[src/rtl/bsr_pkg.sv]
package bsr_pkg;
   typedef enum logic [2:0] {
      OP_HOLD  = 3'd0,
      OP_CLEAR = 3'd1,
      OP_LOAD  = 3'd2,
      OP_SHIFT = 3'd3,
      OP_IDLE  = 3'd4
   } chain_op_e;

   typedef enum logic {
      SRC_CORE = 1'b0,
      SRC_PIN  = 1'b1
   } cap_src_e;
endpackage

[src/rtl/bsr_ctrl.sv]
module bsr_ctrl
   import bsr_pkg::*;
(
   input  logic      clk,
   input  logic      rst_n,
   input  logic      tlr,
   input  logic      capture,
   input  logic      shift,
   input  logic      update,
   input  logic      idle_smp,
   output chain_op_e op,
   output logic      load_en,
   output logic      shift_en,
   output logic      clear_en,
   output logic      upd_en
);
   always_comb begin
      if (tlr)            op = OP_CLEAR;
      else if (capture)   op = OP_LOAD;
      else if (shift)     op = OP_SHIFT;
      else if (idle_smp)  op = OP_IDLE;
      else                op = OP_HOLD;
   end

   assign clear_en = (op == OP_CLEAR);
   assign load_en  = (op == OP_LOAD) || (op == OP_IDLE);
   assign shift_en = (op == OP_SHIFT);
   assign upd_en   = update && !tlr;

   // one action at most per cycle on the chain
   p_single_action_r8: assert property (@(posedge clk) disable iff (!rst_n)
      $countones({clear_en, load_en, shift_en}) <= 1);
   p_clear_wins_r7: assert property (@(posedge clk) disable iff (!rst_n)
      tlr |-> (clear_en && !upd_en));
endmodule

[src/rtl/bsr_cap_mux.sv]
module bsr_cap_mux
   import bsr_pkg::*;
#(
   parameter int unsigned WIDTH = 44
) (
   input  cap_src_e          sel,
   input  logic [WIDTH-1:0]  core_vec,
   input  logic [WIDTH-1:0]  pin_vec,
   output logic [WIDTH-1:0]  cap_vec
);
   if (WIDTH < 1) begin : g_bad_width
      $error("bsr_cap_mux: WIDTH must be at least 1");
   end

   for (genvar i = 0; i < WIDTH; i++) begin : g_bit
      assign cap_vec[i] = (sel == SRC_PIN) ? pin_vec[i] : core_vec[i];
   end
endmodule

[src/rtl/bsr_cell.sv]
module bsr_cell #(
   parameter bit   HAS_RESET = 1'b0,
   parameter logic RESET_VAL = 1'b0
) (
   input  logic clk,
   input  logic rst_n,
   input  logic clear_en,
   input  logic load_en,
   input  logic par_d,
   input  logic shift_en,
   input  logic ser_d,
   input  logic upd_en,
   output logic shf_q,
   output logic shd_q
);
   logic shf_nxt;

   always_comb begin
      shf_nxt = shf_q;
      if (load_en)       shf_nxt = par_d;
      else if (shift_en) shf_nxt = ser_d;
   end

   if (HAS_RESET) begin : g_rst
      always_ff @(posedge clk or negedge rst_n) begin
         if (!rst_n) begin
            shf_q <= RESET_VAL;
            shd_q <= RESET_VAL;
         end else if (clear_en) begin
            shf_q <= RESET_VAL;
            shd_q <= RESET_VAL;
         end else begin
            shf_q <= shf_nxt;
            if (upd_en) shd_q <= shf_q;
         end
      end
   end else begin : g_plain
      logic unused_rst;
      assign unused_rst = rst_n;
      always_ff @(posedge clk) begin
         if (!clear_en) begin
            shf_q <= shf_nxt;
            if (upd_en) shd_q <= shf_q;
         end
      end
   end
endmodule

[src/rtl/bsr_chain.sv]
module bsr_chain
   import bsr_pkg::*;
#(
   parameter int unsigned N_CELLS  = 44,
   parameter int unsigned N_CTRL   = 4,
   parameter logic        CTRL_RST = 1'b0
) (
   input  logic               tck_i,
   input  logic               trst_n_i,
   input  logic               tlr_i,
   input  logic               capture_i,
   input  logic               shift_i,
   input  logic               update_i,
   input  logic               idle_smp_i,
   input  logic               src_sel_i,
   input  logic [N_CELLS-1:0] core_vec_i,
   input  logic [N_CELLS-1:0] pin_vec_i,
   input  logic               tdi_i,
   output logic               tdo_o,
   output logic [N_CELLS-1:0] shadow_o
);
   localparam int unsigned CTRL_LO = N_CELLS - N_CTRL;

   if (N_CELLS < 2) begin : g_bad_cells
      $error("bsr_chain: N_CELLS must be at least 2");
   end
   if (N_CTRL < 1 || N_CTRL >= N_CELLS) begin : g_bad_ctrl
      $error("bsr_chain: N_CTRL must be in 1..N_CELLS-1");
   end

   chain_op_e          op;
   logic               load_en, shift_en, clear_en, upd_en;
   logic [N_CELLS-1:0] cap_vec;
   logic [N_CELLS-1:0] shf_q;
   logic [N_CELLS-1:0] ser_in;
   cap_src_e           sel;

   assign sel = cap_src_e'(src_sel_i);

   bsr_ctrl u_ctrl (
      .clk      (tck_i),
      .rst_n    (trst_n_i),
      .tlr      (tlr_i),
      .capture  (capture_i),
      .shift    (shift_i),
      .update   (update_i),
      .idle_smp (idle_smp_i),
      .op       (op),
      .load_en  (load_en),
      .shift_en (shift_en),
      .clear_en (clear_en),
      .upd_en   (upd_en)
   );

   bsr_cap_mux #(.WIDTH(N_CELLS)) u_mux (
      .sel      (sel),
      .core_vec (core_vec_i),
      .pin_vec  (pin_vec_i),
      .cap_vec  (cap_vec)
   );

   assign ser_in = {tdi_i, shf_q[N_CELLS-1:1]};

   for (genvar i = 0; i < N_CELLS; i++) begin : g_cell
      bsr_cell #(
         .HAS_RESET (i >= CTRL_LO),
         .RESET_VAL (CTRL_RST)
      ) u_cell (
         .clk      (tck_i),
         .rst_n    (trst_n_i),
         .clear_en (clear_en),
         .load_en  (load_en),
         .par_d    (cap_vec[i]),
         .shift_en (shift_en),
         .ser_d    (ser_in[i]),
         .upd_en   (upd_en),
         .shf_q    (shf_q[i]),
         .shd_q    (shadow_o[i])
      );
   end

   assign tdo_o = shf_q[0];

   // control cells clear on reset strobe
   p_ctrl_clear_r7: assert property (@(posedge tck_i) disable iff (!trst_n_i)
      tlr_i |=> (shadow_o[N_CELLS-1:CTRL_LO] == {N_CTRL{CTRL_RST}}) &&
                (shf_q[N_CELLS-1:CTRL_LO] == {N_CTRL{CTRL_RST}}));

   p_cap_core_r2: assert property (@(posedge tck_i) disable iff (!trst_n_i)
      (capture_i && !tlr_i && !src_sel_i) |=> (shf_q == $past(core_vec_i)));

   p_cap_pin_r3: assert property (@(posedge tck_i) disable iff (!trst_n_i)
      (capture_i && !tlr_i && src_sel_i) |=> (shf_q == $past(pin_vec_i)));

   p_shift_r4: assert property (@(posedge tck_i) disable iff (!trst_n_i)
      (shift_i && !capture_i && !tlr_i) |=>
         (shf_q[N_CELLS-2:0] == $past(shf_q[N_CELLS-1:1])) &&
         (shf_q[N_CELLS-1] == $past(tdi_i)));

   p_update_r5: assert property (@(posedge tck_i) disable iff (!trst_n_i)
      (update_i && !tlr_i) |=> (shadow_o == $past(shf_q)));
   p_shadow_hold_r5: assert property (@(posedge tck_i) disable iff (!trst_n_i)
      (!update_i && !tlr_i) |=> $stable(shadow_o));

   p_idle_sample_r6: assert property (@(posedge tck_i) disable iff (!trst_n_i)
      (idle_smp_i && !shift_i && !capture_i && !tlr_i) |=>
         (shf_q == $past(src_sel_i ? pin_vec_i : core_vec_i)));
endmodule

[config.mk]
export PLATFORM = sky130hd
export DESIGN_NAME = bsr_chain
export DESIGN_NICKNAME = d
export VERILOG_FILES = /design/src/rtl/bsr_pkg.sv /design/src/rtl/bsr_ctrl.sv /design/src/rtl/bsr_cap_mux.sv /design/src/rtl/bsr_cell.sv /design/src/rtl/bsr_chain.sv
export SDC_FILE = /design/constraint.sdc
export NUM_CORES = 1
export LEC_CHECK = 0
export BUFFER_PORTS_ARGS = -buffer_cell sky130_fd_sc_hd__clkbuf_2
export CORE_ASPECT_RATIO = 1.1
export CORE_MARGIN = 2
export CORE_UTILIZATION = 55
export DETAILED_ROUTE_END_ITERATION = 12
export PLACE_DENSITY_LB_ADDON = 0.1
export SLEW_MARGIN = 20
export SYNTH_ARGS = -nofsm -noshare
export SYNTH_HDL_FRONTEND = slang
export SYNTH_SLANG_ARGS = --single-unit
[constraint.sdc]
create_clock -name tck_i -period 3.12 [get_ports tck_i]
set_clock_uncertainty 0.15 [all_clocks]
set_input_delay 0.468 -clock tck_i [delete_from_list [all_inputs] [get_ports tck_i]]
set_output_delay 0.468 -clock tck_i [all_outputs]
set_load 0.05 [all_outputs]
==> out/results.tsv, run 1 <==
stage	metric	value	unit
status	status	finished, final reports clean	
synthesis	ys_types	18	
synthesis	syn_inst	254	
pwr	power_frac_seq	0.540	
pwr	p_leak	2.166	nW
die	die_area	8676	um2
die	die_w	89.00	um
finish	nFillCells	634	
synthesis	syn_area	4370	um2
global_route	grtUsageTotal	0.1669	
worst_setup_path	slowest_stage	o21ba_4	
cts	clock_latency	0.34	ns
cts	cts_root_buf	clkbuf_8	
worst_hold_path	hold_class	input pin to flip-flop	
route	routed_wl	7.039	mm
pwr	pwr-share-clk	0.299	
cts	clockBufferDepth	2	
flow_run	maxCapViolations	0	
timing	report.final.slew_viol_count	0	
pwr	p_comb_frac	0.161	
finish	n_antenna_cell	0	
route	viasPerCell	4.891	
finish	instances_no_fill	468	
synthesis	synth_nets	351	
die	die_h	97.49	um
timing	period_share	0.6229	
route	drt_iter0_markers	83	
placed_design	port_buffers	141	
pwr	cellPowerDensity	526.2	nW/um2
synthesis	yosys_warnings	0	
pwr	switching_share	0.2512	
route	antenna_left	0	
synthesis	ys_ff_latch	88	
cts	htreeDepth	3	
worst_setup_path	worstPathMaxFanout	21	
die	start_util	0.5583	
timing	hold_violations	0	
timing	tightest_slew	0.5514	ns
global_route	grt_pass1_vias	2209	
worst_setup_path	crit_arrival	1.89	ns
finish	layout-drive-gt1-share	0.6917	
pwr	p_int	1.979	mW
placed_design	dp_cells	451	
synthesis	yosysSeqAreaShare	0.5955	
cts	post_cts_resized	0	
worst_setup_path	critPathMaxStageDelay	0.46	ns
cts	clk_pin_slew_worst_paths	0.08	ns
cts	cts_made_buffers	9	
global_route	grt_first_pass_wirelength	10.76	mm
finish	area_delta_synth_final	14.92	%
global_route	grt.overflow.total	0	
worst_setup_path	path_delay_family	compound AO/OA/AOI/OAI gates	
route	wire_per_inst	15.04	um
worst_setup_path	path_class	input pin to flip-flop	
cts	cts.sinks	88	
route	drcViolationCount	0	
pwr	p_sw	0.6640	mW
cts	cts_tree	done	
global_route	grt_max_degree	45	
timing	period_minus_slack	1.943	ns
pwr	max-vdd-ir-drop	239.6	uV
finish	nNetsFinal	452	
placed_design	gp_congestion	0.8068	
timing	rsz0062_at_grt	false	
global_route	antenna_found_initial	0	
worst_setup_path	required	3.06	ns
timing	fmax	514.6	MHz
worst_setup_path	crit_buf_inv	2	
worst_setup_path	crit_path_start_kind	input pin	
timing	tns	0	ns
worst_setup_path	crit_chain	clkbuf_2, nor2b_4, o21ba_4, buf_12, mux2_4	
route	drtPass1Iterations	4	
worst_setup_path	end_kind	flip-flop	
placed_design	hpwlAfterDp	4.848	mm
timing	setup_violations	0	
synthesis	avgSynthCellArea	17.21	um2
die	io_pins	142	
die	rows	34	
route	routed-via-count	2289	
die	core_area	7828	um2
timing	slew_headroom	0.6324	
power groups by stage:
stage / Combinational, mW / Sequential [mW] / Clock [mW]
final: 0.426 / 1.43 / 0.790
after global routing: 0.456 / 1.44 / 0.858
after CTS: 0.432 / 1.43 / 0.814
after detailed placement: 0.429 / 1.45 / 0
after global placement: 0.422 / 1.45 / 0
after floorplan: 0.356 / 1.44 / 0
layout by cell type, fill, tap and decap left out, types with 2 or more instances in the layout:
| master | count |
|---|---|
| nor2_1 | 4 |
| clkbuf_2 | 141 |
| dfrtp_1 | 8 |
| mux2_2 | 40 |
| inv_6 | 4 |
| buf_12 | 2 |
| nor2b_4 | 2 |
| buf_4 | 2 |
| edfxtp_1 | 80 |
| mux2_4 | 40 |
| mux2i_1 | 8 |
| clkbuf_8 | 9 |
| a2111oi_0 | 4 |
| and2b_2 | 4 |
| a211oi_1 | 4 |
per-stage QoR:
stage	hold slack (ns)	utilization	worst slack, ns	area (um2)	total power, mW
finish	0.2878	0.6416	1.177	5022	2.643
global route	0.3016	0.6416	1.115	5022	2.751
CTS	0.2741	0.6416	1.189	5022	2.674
detailed placement	0.1744	0.6146	0.8153	4811	1.882
global placement	0.1747	0.6146	0.8585	4811	1.874
floorplan	0.02241	-	0.1485	4373	1.799
cell families (layout without fill, tap and decap cells):
family,after synthesis,in the layout,share of synthesized area
multiplexers,88,88,0.2588
flip-flops,88,88,0.5955
AO/OA/AOI/OAI,9,9,0.01861
buffers and inverters,56,162,0.1076
AND/OR/NAND/NOR,13,13,0.01947
synth_stat cells:
| master | count | area, um2 |
|---|---|---|
| buf_4 | 48 | 360.4 |
| mux2i_1 | 8 | 80.08 |
| nor3_1 | 1 | 5.000 |
| nor2b_1 | 1 | 6.260 |
| edfxtp_1 | 80 | 2402 |
| a2111oi_0 | 4 | 35.03 |
| mux2_2 | 40 | 450.4 |
| mux2_4 | 40 | 600.6 |
| a211oi_1 | 4 | 30.03 |
| nor2b_4 | 1 | 13.76 |
| or2_2 | 1 | 6.260 |
| buf_12 | 4 | 80.08 |
| o21ba_4 | 1 | 16.27 |
| buf_6 | 2 | 22.52 |
| dfrtp_1 | 8 | 200.2 |
| clkbuf_1 | 2 | 7.510 |
| nor2_1 | 5 | 18.77 |
| and2b_2 | 4 | 35.03 |
layout make-up:
cell class | count | area (um2) | share of cell area
Tap cell | 108 | 135.1 | 0.02691
Multi-Input combinational cell | 110 | 1313 | 0.2613
Sequential cell | 88 | 2603 | 0.5182
Timing Repair Buffer | 146 | 770.7 | 0.1535
Clock inverter | 6 | 73.82 | 0.01470
Clock buffer | 10 | 127.6 | 0.02541
state kept, by name, indices dropped and copies added (netlist names):
signal,count
g_cell.u_cell.shd_q,44
g_cell.u_cell.shf_q,44
tightest hold or removal path: stages:
cell,delay (ns)
clkbuf_2,0.08
mux2i_1,0.11
a211oi_1,0.08
metal layers:
layer	wire length, um	GRT usage	vias up
met2	3449	0.2658	82
met3	444	0.03653	7
li1	-	-	1115
met4	79	0.07233	0
met5	0	0	-
met1	3065	0.2180	1085
final timing paths:
path | startpoint | to | slack, ns | depth (start not counted)
setup / recovery | shift_i | g_cell[11].u_cell.shf_q | 1.18 | 5
hold / removal | core_vec_i[43] | g_cell[43].u_cell.shf_q | 0.29 | 3
setup reg to reg | g_cell[42].u_cell.shf_q | g_cell[42].u_cell.shf_q | 1.75 | 3
hold reg to reg | g_cell[39].u_cell.shf_q | g_cell[39].u_cell.shd_q | 0.30 | 0
max in group asynchronous | trst_n_i | g_cell[40].u_cell.shf_q | 2.29 | 2
min in group asynchronous | trst_n_i | g_cell[43].u_cell.shf_q | 0.35 | 2
what timing repair did:
item                                   4_1_cts  5_1_grt
endpoints found under the hold margin        8        0
hold buffers                                 1        0
setup buffers                                0        0
(Power assumes the default switching activity.)
==> run 2: changes to the inputs <==
Settings changed: CORE_UTILIZATION 55 to 46.
Clock period 3.12 ns to 1.7 ns, I/O delays scaled along.
==> out/results.tsv, run 2 (synthesis gave the netlist of run 1 again) <==
stage	metric	value	unit
route	antenna_left	0	
flow_run	maxCapViolations	0	
status	status	finished, final reports clean	
cts	cts.sinks	88	
worst_setup_path	crit_buf_inv	1	
route	viasPerCell	4.748	
finish	final_common_cell	clkbuf_2	
cts	clockBufferDepth	2	
worst_setup_path	crit_chain	clkbuf_2	
pwr	max-vdd-ir-drop	390.4	uV
cts	cts_root_buf	clkbuf_8	
cts	clock_latency	0.35	ns
global_route	grt.overflow.total	0	
pwr	cellPowerDensity	936.0	nW/um2
route	drtPass1Iterations	4	
route	routed_wl	7.469	mm
cts	post_cts_resized	0	
placed_design	preCtsSetupSlack	0.05002	ns
global_route	grt_pass1_vias	2403	
die	die_w	96.94	um
finish	layout-drive-gt1-share	0.7008	
finish	largest_registers	g_cell.u_cell.shd_q: 44 flops, g_cell.u_cell.shf_q: 44 flops	
worst_setup_path	rrSetupSlack	0.38	ns
worst_setup_path	critPathMaxStageDelay	0.39	ns
timing	period_share	0.8363	
timing	report.final.slew_viol_count	0	
finish	regArea	2603	um2
cts	clk_pin_slew_worst_paths	0.08	ns
worst_setup_path	slowest_stage	dfrtp_1	
cts	cts_tree	done	
finish	instances_no_fill	488	
global_route	antenna_found_initial	0	
finish	n_antenna_cell	0	
timing	tns	0	ns
route	routed-via-count	2317	
route	wl_met2	3.751	mm
worst_setup_path	required	1.29	ns
global_route	grt_max_degree	23	
worst_hold_path	hold_class	input pin to flip-flop	
worst_setup_path	end_kind	output port	
route	dr_wl_met3	406	um
finish	area_delta_synth_final	18.92	%
timing	slew_headroom	0.7379	
finish	nFillCells	793	
timing	rsz0062_at_grt	false	
die	die_area	10300	um2
die	die_h	106.2	um
die	io_pins	142	
finish	layout_common_cells	clkbuf_2, edfxtp_1, mux2_2, mux2_4	
placed_design	port_buffers	141	
finish	multi_input_area	1313	um2
worst_setup_path	path_class	flip-flop to output port	
route	top_layer	met4	
timing	tightest_slew	0.3902	ns
die	core_area	9305	um2
cts	cts_made_buffers	9	
timing	setup_violations	0	
worst_setup_path	crit_arrival	1.02	ns
worst_setup_path	crit_path_start_kind	flip-flop	
route	drcViolationCount	0	
pwr	p_leak	2.240	nW
timing	hold_violations	0	
finish	nNetsFinal	463	
worst_setup_path	worstPathMaxFanout	2	
timing	fmax	703.4	MHz
global_route	grt_first_pass_wirelength	11.92	mm
global_route	grtUsageTotal	0.1495	
die	rows	37	
finish	post-route-util	0.5586	
placed_design	hpwlAfterDp	5.394	mm
timing	period_minus_slack	1.422	ns
cts	htreeDepth	3	
route	met1_length	3.247	mm
placed_design	dp_cells	471	
placed_design	gp_congestion	0.7658	
die	start_util	0.4697	
route	drt_iter0_markers	56	
route	wire_per_inst	15.31	um
worst_setup_path	path_delay_family	flip-flops	
timing	fin_ws	0.2783	ns
## run 2: changes by cell type in the layout (fill, tap and decap cells not counted)
cell        before  now
buf_12           2    9
buf_4            2    6
inv_6            4    1
clkinvlp_4       0    2
clkbuf_1         1    0
clkinv_1         0    1
clkinv_2         0    1
## run 2: cell type report
class | instances | share of cell area
clock buffer | 9 | 0.02383
tap | 117 | 0.02817
multi-input combinational | 110 | 0.2525
clock inverter | 7 | 0.01372
sequential | 88 | 0.5007
timing repair buffer | 157 | 0.1810
## run 2: power by group
group	leakage, nW	internal (mW)	switching, mW
combinational	1.28	0.418	0.418
sequential	0.869	2.55	0.0644
clock	0.0933	0.679	0.735
total	2.24	3.65	1.22
## run 2: metal layers
metal / vias up / GRT usage
met5: - / 0
met2: 82 / 0.2445
li1: 1128 / -
met1: 1103 / 0.1894
met4: 0 / 0.05734
met3: 4 / 0.04274
## run 2: path summary, 6_finish.rpt
check | from | end | cells after the start
worst max-delay path | g_cell[41].u_cell.shd_q | shadow_o[41] | 1
max in group asynchronous | trst_n_i | g_cell[42].u_cell.shd_q | 2
worst max register to register | g_cell[43].u_cell.shf_q | g_cell[43].u_cell.shf_q | 3
worst min register to register | g_cell[1].u_cell.shf_q | g_cell[1].u_cell.shd_q | 0
worst min-delay path | core_vec_i[43] | g_cell[43].u_cell.shf_q | 3
min in group asynchronous | trst_n_i | g_cell[43].u_cell.shd_q | 2
## run 2: per-stage QoR
stage	hold slack, ns	instance area, um2	power [mW]
finish	0.08961	5197	4.865
global route	0.08214	5197	5.087
CTS	0.07656	5197	4.927
detailed placement	-0.03689	4992	3.508
global placement	-0.03811	4992	3.498
floorplan	-0.1906	4387	3.303
## run 2: timing repair
item | in CTS | in global routing
hold buffers | 1 | 0
setup buffers | 0 | 0
hold endpoints to repair | 8 | 0
==> run 3: changes to the inputs <==
Settings changed: ABC_AREA from default to 1.
Clock period 1.7 ns to 1.2 ns, I/O delays scaled along.
==> out/results.tsv, run 3 <==
stage	metric	value	unit
cts	clk_pin_slew_worst_paths	0.08	ns
die	core_area	8964	um2
cts	clockBufferDepth	2	
flow_run	maxCapViolations	0	
finish	nNetsFinal	660	
finish	area_delta_synth_final	31.27	%
finish	final_common_cell	nand2_1	
cts	clock_latency	0.34	ns
global_route	grt_first_pass_wirelength	15.08	mm
pwr	max-vdd-ir-drop	574.6	uV
die	start_util	0.4785	
global_route	antenna_found_initial	0	
timing	tightest_slew	0.6206	ns
global_route	grt.overflow.total	0	
placed_design	hpwlAfterDp	6.298	mm
worst_setup_path	path_delay_family	flip-flops	
route	routed-via-count	3286	
worst_setup_path	end_kind	output port	
cts	htreeDepth	3	
timing	slew_headroom	0.5858	
worst_setup_path	required	0.87	ns
timing	hold_violations	0	
cts	cts_tree	done	
route	drcViolationCount	0	
die	die_area	10110	um2
finish	largest_registers	g_cell.u_cell.shd_q: 44 flops, g_cell.u_cell.shf_q: 44 flops	
timing	report.final.slew_viol_count	0	
pwr	power	7.026	mW
placed_design	placed_area	4977	um2
synthesis	synth-edff-count	80	
worst_hold_path	hp-start	core_vec_i[41]	
timing	fmax	776.6	MHz
die	rows	36	
synthesis	synth_area_leaders	edfxtp_1, nand2_1, buf_4, dfrtp_1, o21ai_0	
synthesis	yosysSeqAreaShare	0.6068	
cts	cts_made_buffers	9	
route	routed_wl	9.481	mm
route	wire_per_inst	13.92	um
global_route	grtUsageTotal	0.1941	
worst_setup_path	crit-reg2reg-launch	g_cell[18].u_cell.shf_q	
worst_setup_path	crit_path_start_kind	flip-flop	
synthesis	postSynth.asyncResetShare	0.09091	
worst_setup_path	reg2regPathDepth	2	
finish	layout-drive-gt1-share	0.3351	
synthesis	avgSynthCellArea	9.468	um2
timing	fin_ws	-0.08774	ns
pwr	cellPowerDensity	1248	nW/um2
placed_design	port_buffers	141	
synthesis	yosysMostFrequentCell	nand2_1	
synthesis	synthFlopType	edfxtp_1	
synthesis	synth_common_cells	nand2_1, edfxtp_1, buf_4, o21ai_0, nand3_1	
route	viasPerCell	4.825	
worst_hold_path	whs_path_depth	5	
global_route	grt_pass1_vias	3142	
synthesis	ys_ff_latch	88	
die	die_h	105.3	um
route	antenna_left	0	
worst_setup_path	crit_buf_inv	1	
worst_setup_path	critPathMaxStageDelay	0.44	ns
synthesis	yosys_warnings	0	
finish	final_cell_area	5630	um2
synthesis	synth_largest_area_cell	edfxtp_1	
worst_setup_path	slowest_stage	edfxtp_1	
route	drtPass1Iterations	4	
timing	worst_hold_slack	0.01793	ns
synthesis	syn_area	4289	um2
die	io_pins	142	
worst_hold_path	holdPathEnd	g_cell[41].u_cell.shf_q	
finish	layout_common_cells	nand2_1, clkbuf_2, edfxtp_1, clkbuf_8, o21ai_0	
worst_hold_path	hold_class	input pin to flip-flop	
worst_setup_path	crit_chain	buf_8	
die	die_w	96.07	um
status	status	finished with violations	
global_route	grt_max_degree	41	
worst_setup_path	reg2reg_to	g_cell[17].u_cell.shf_q	
cts	cts.sinks	88	
route	drt_iter0_markers	124	
finish	nFillCells	781	
synthesis	synth_top_area_frac	0.5601	
finish	n_antenna_cell	0	
worst_setup_path	worstPathMaxFanout	1	
synthesis	synth_nets	550	
timing	period_minus_slack	1.288	ns
synthesis	syn_inst	453	
timing	period_share	1.073	
placed_design	gp_congestion	0.8122	
cts	cts_root_buf	clkbuf_8	
worst_setup_path	path_class	flip-flop to output port	
worst_setup_path	rrSetupSlack	0.22	ns
timing	rsz0062_at_grt	true	
timing	setup_violations	45	
status	violations	negative setup slack	
pwr	p_leak	2.625	nW
synthesis	ys_types	20	
worst_setup_path	crit_arrival	0.96	ns
## run 3: cell count changes in the layout (fill, tap and decap cells not counted), moves of 31 or more
cell | previous run | this run
mux2_2 | 40 | 0
nand2_1 | 0 | 222
mux2_4 | 40 | 0
clkbuf_2 | 141 | 96
o21ai_0 | 0 | 36
clkbuf_8 | 9 | 40
## run 3: repair_timing
action                                 in CTS  in global routing
setup buffers                               1                  0
endpoints found under the hold margin       8                  0
hold buffers                                1                  0
gates resized for setup                    92                 18
pin swaps                                   1                  1
cloned                                      1                  1
setup endpoints to repair                 167                151
## run 3: worst max path at each step
stage,from,endpoint,cells after the start
after floorplan,tlr_i,g_cell[0].u_cell.shd_q,4
after global placement,shift_i,g_cell[39].u_cell.shf_q,5
after detailed placement,shift_i,g_cell[39].u_cell.shf_q,5
after CTS,g_cell[19].u_cell.shd_q,shadow_o[19],1
after global routing,g_cell[21].u_cell.shd_q,shadow_o[21],1
final,g_cell[21].u_cell.shd_q,shadow_o[21],1
## run 3: cells by family after synthesis
logic type,share of synthesized area
buffers and inverters,0.1181
DFF,0.6068
AOI/OAI and AO/OA,0.05280
and+or+nand+nor,0.2223
## run 3: final cells by class
cell class / instances / area (um2) / share of cell area
clock inverters: 5 / 58.81 / 0.01044
flip-flops and latches: 88 / 2603 / 0.4622
repair buffers: 163 / 1368 / 0.2429
well taps: 114 / 142.6 / 0.02533
inverters: 11 / 88.84 / 0.01578
clock buffers: 10 / 127.6 / 0.02267
multi-input cells: 290 / 1242 / 0.2207
## run 3: where the power goes
part / total [mW] / switching (mW) / internal, mW
Sequential: 3.73 / 0.106 / 3.63
Clock: 1.97 / 1.01 / 0.953
Combinational: 1.33 / 0.800 / 0.527
## run 3: per-stage QoR
step                      setup slack, ns  instances  setup TNS, ns  utilization
after floorplan                   -0.3092        453         -25.27            -
after global routing              -0.1157        681         -3.923       0.6281
after CTS                         -0.1050        680         -3.037       0.6237
after detailed placement          -0.5866        662         -53.28       0.5553
after global placement            -0.5056        662         -51.52       0.5553
final                            -0.08774        681         -2.129       0.6281
## run 3: layer usage
layer	GRT usage	part of all wire	vias up	routed length, um
li1	-	-	1655	-
met2	0.3110	0.48	111	4587
met5	0	0	-	0
met1	0.2649	0.44	1511	4192
met4	0.06224	0.014	0	129
met3	0.03717	0.060	9	572
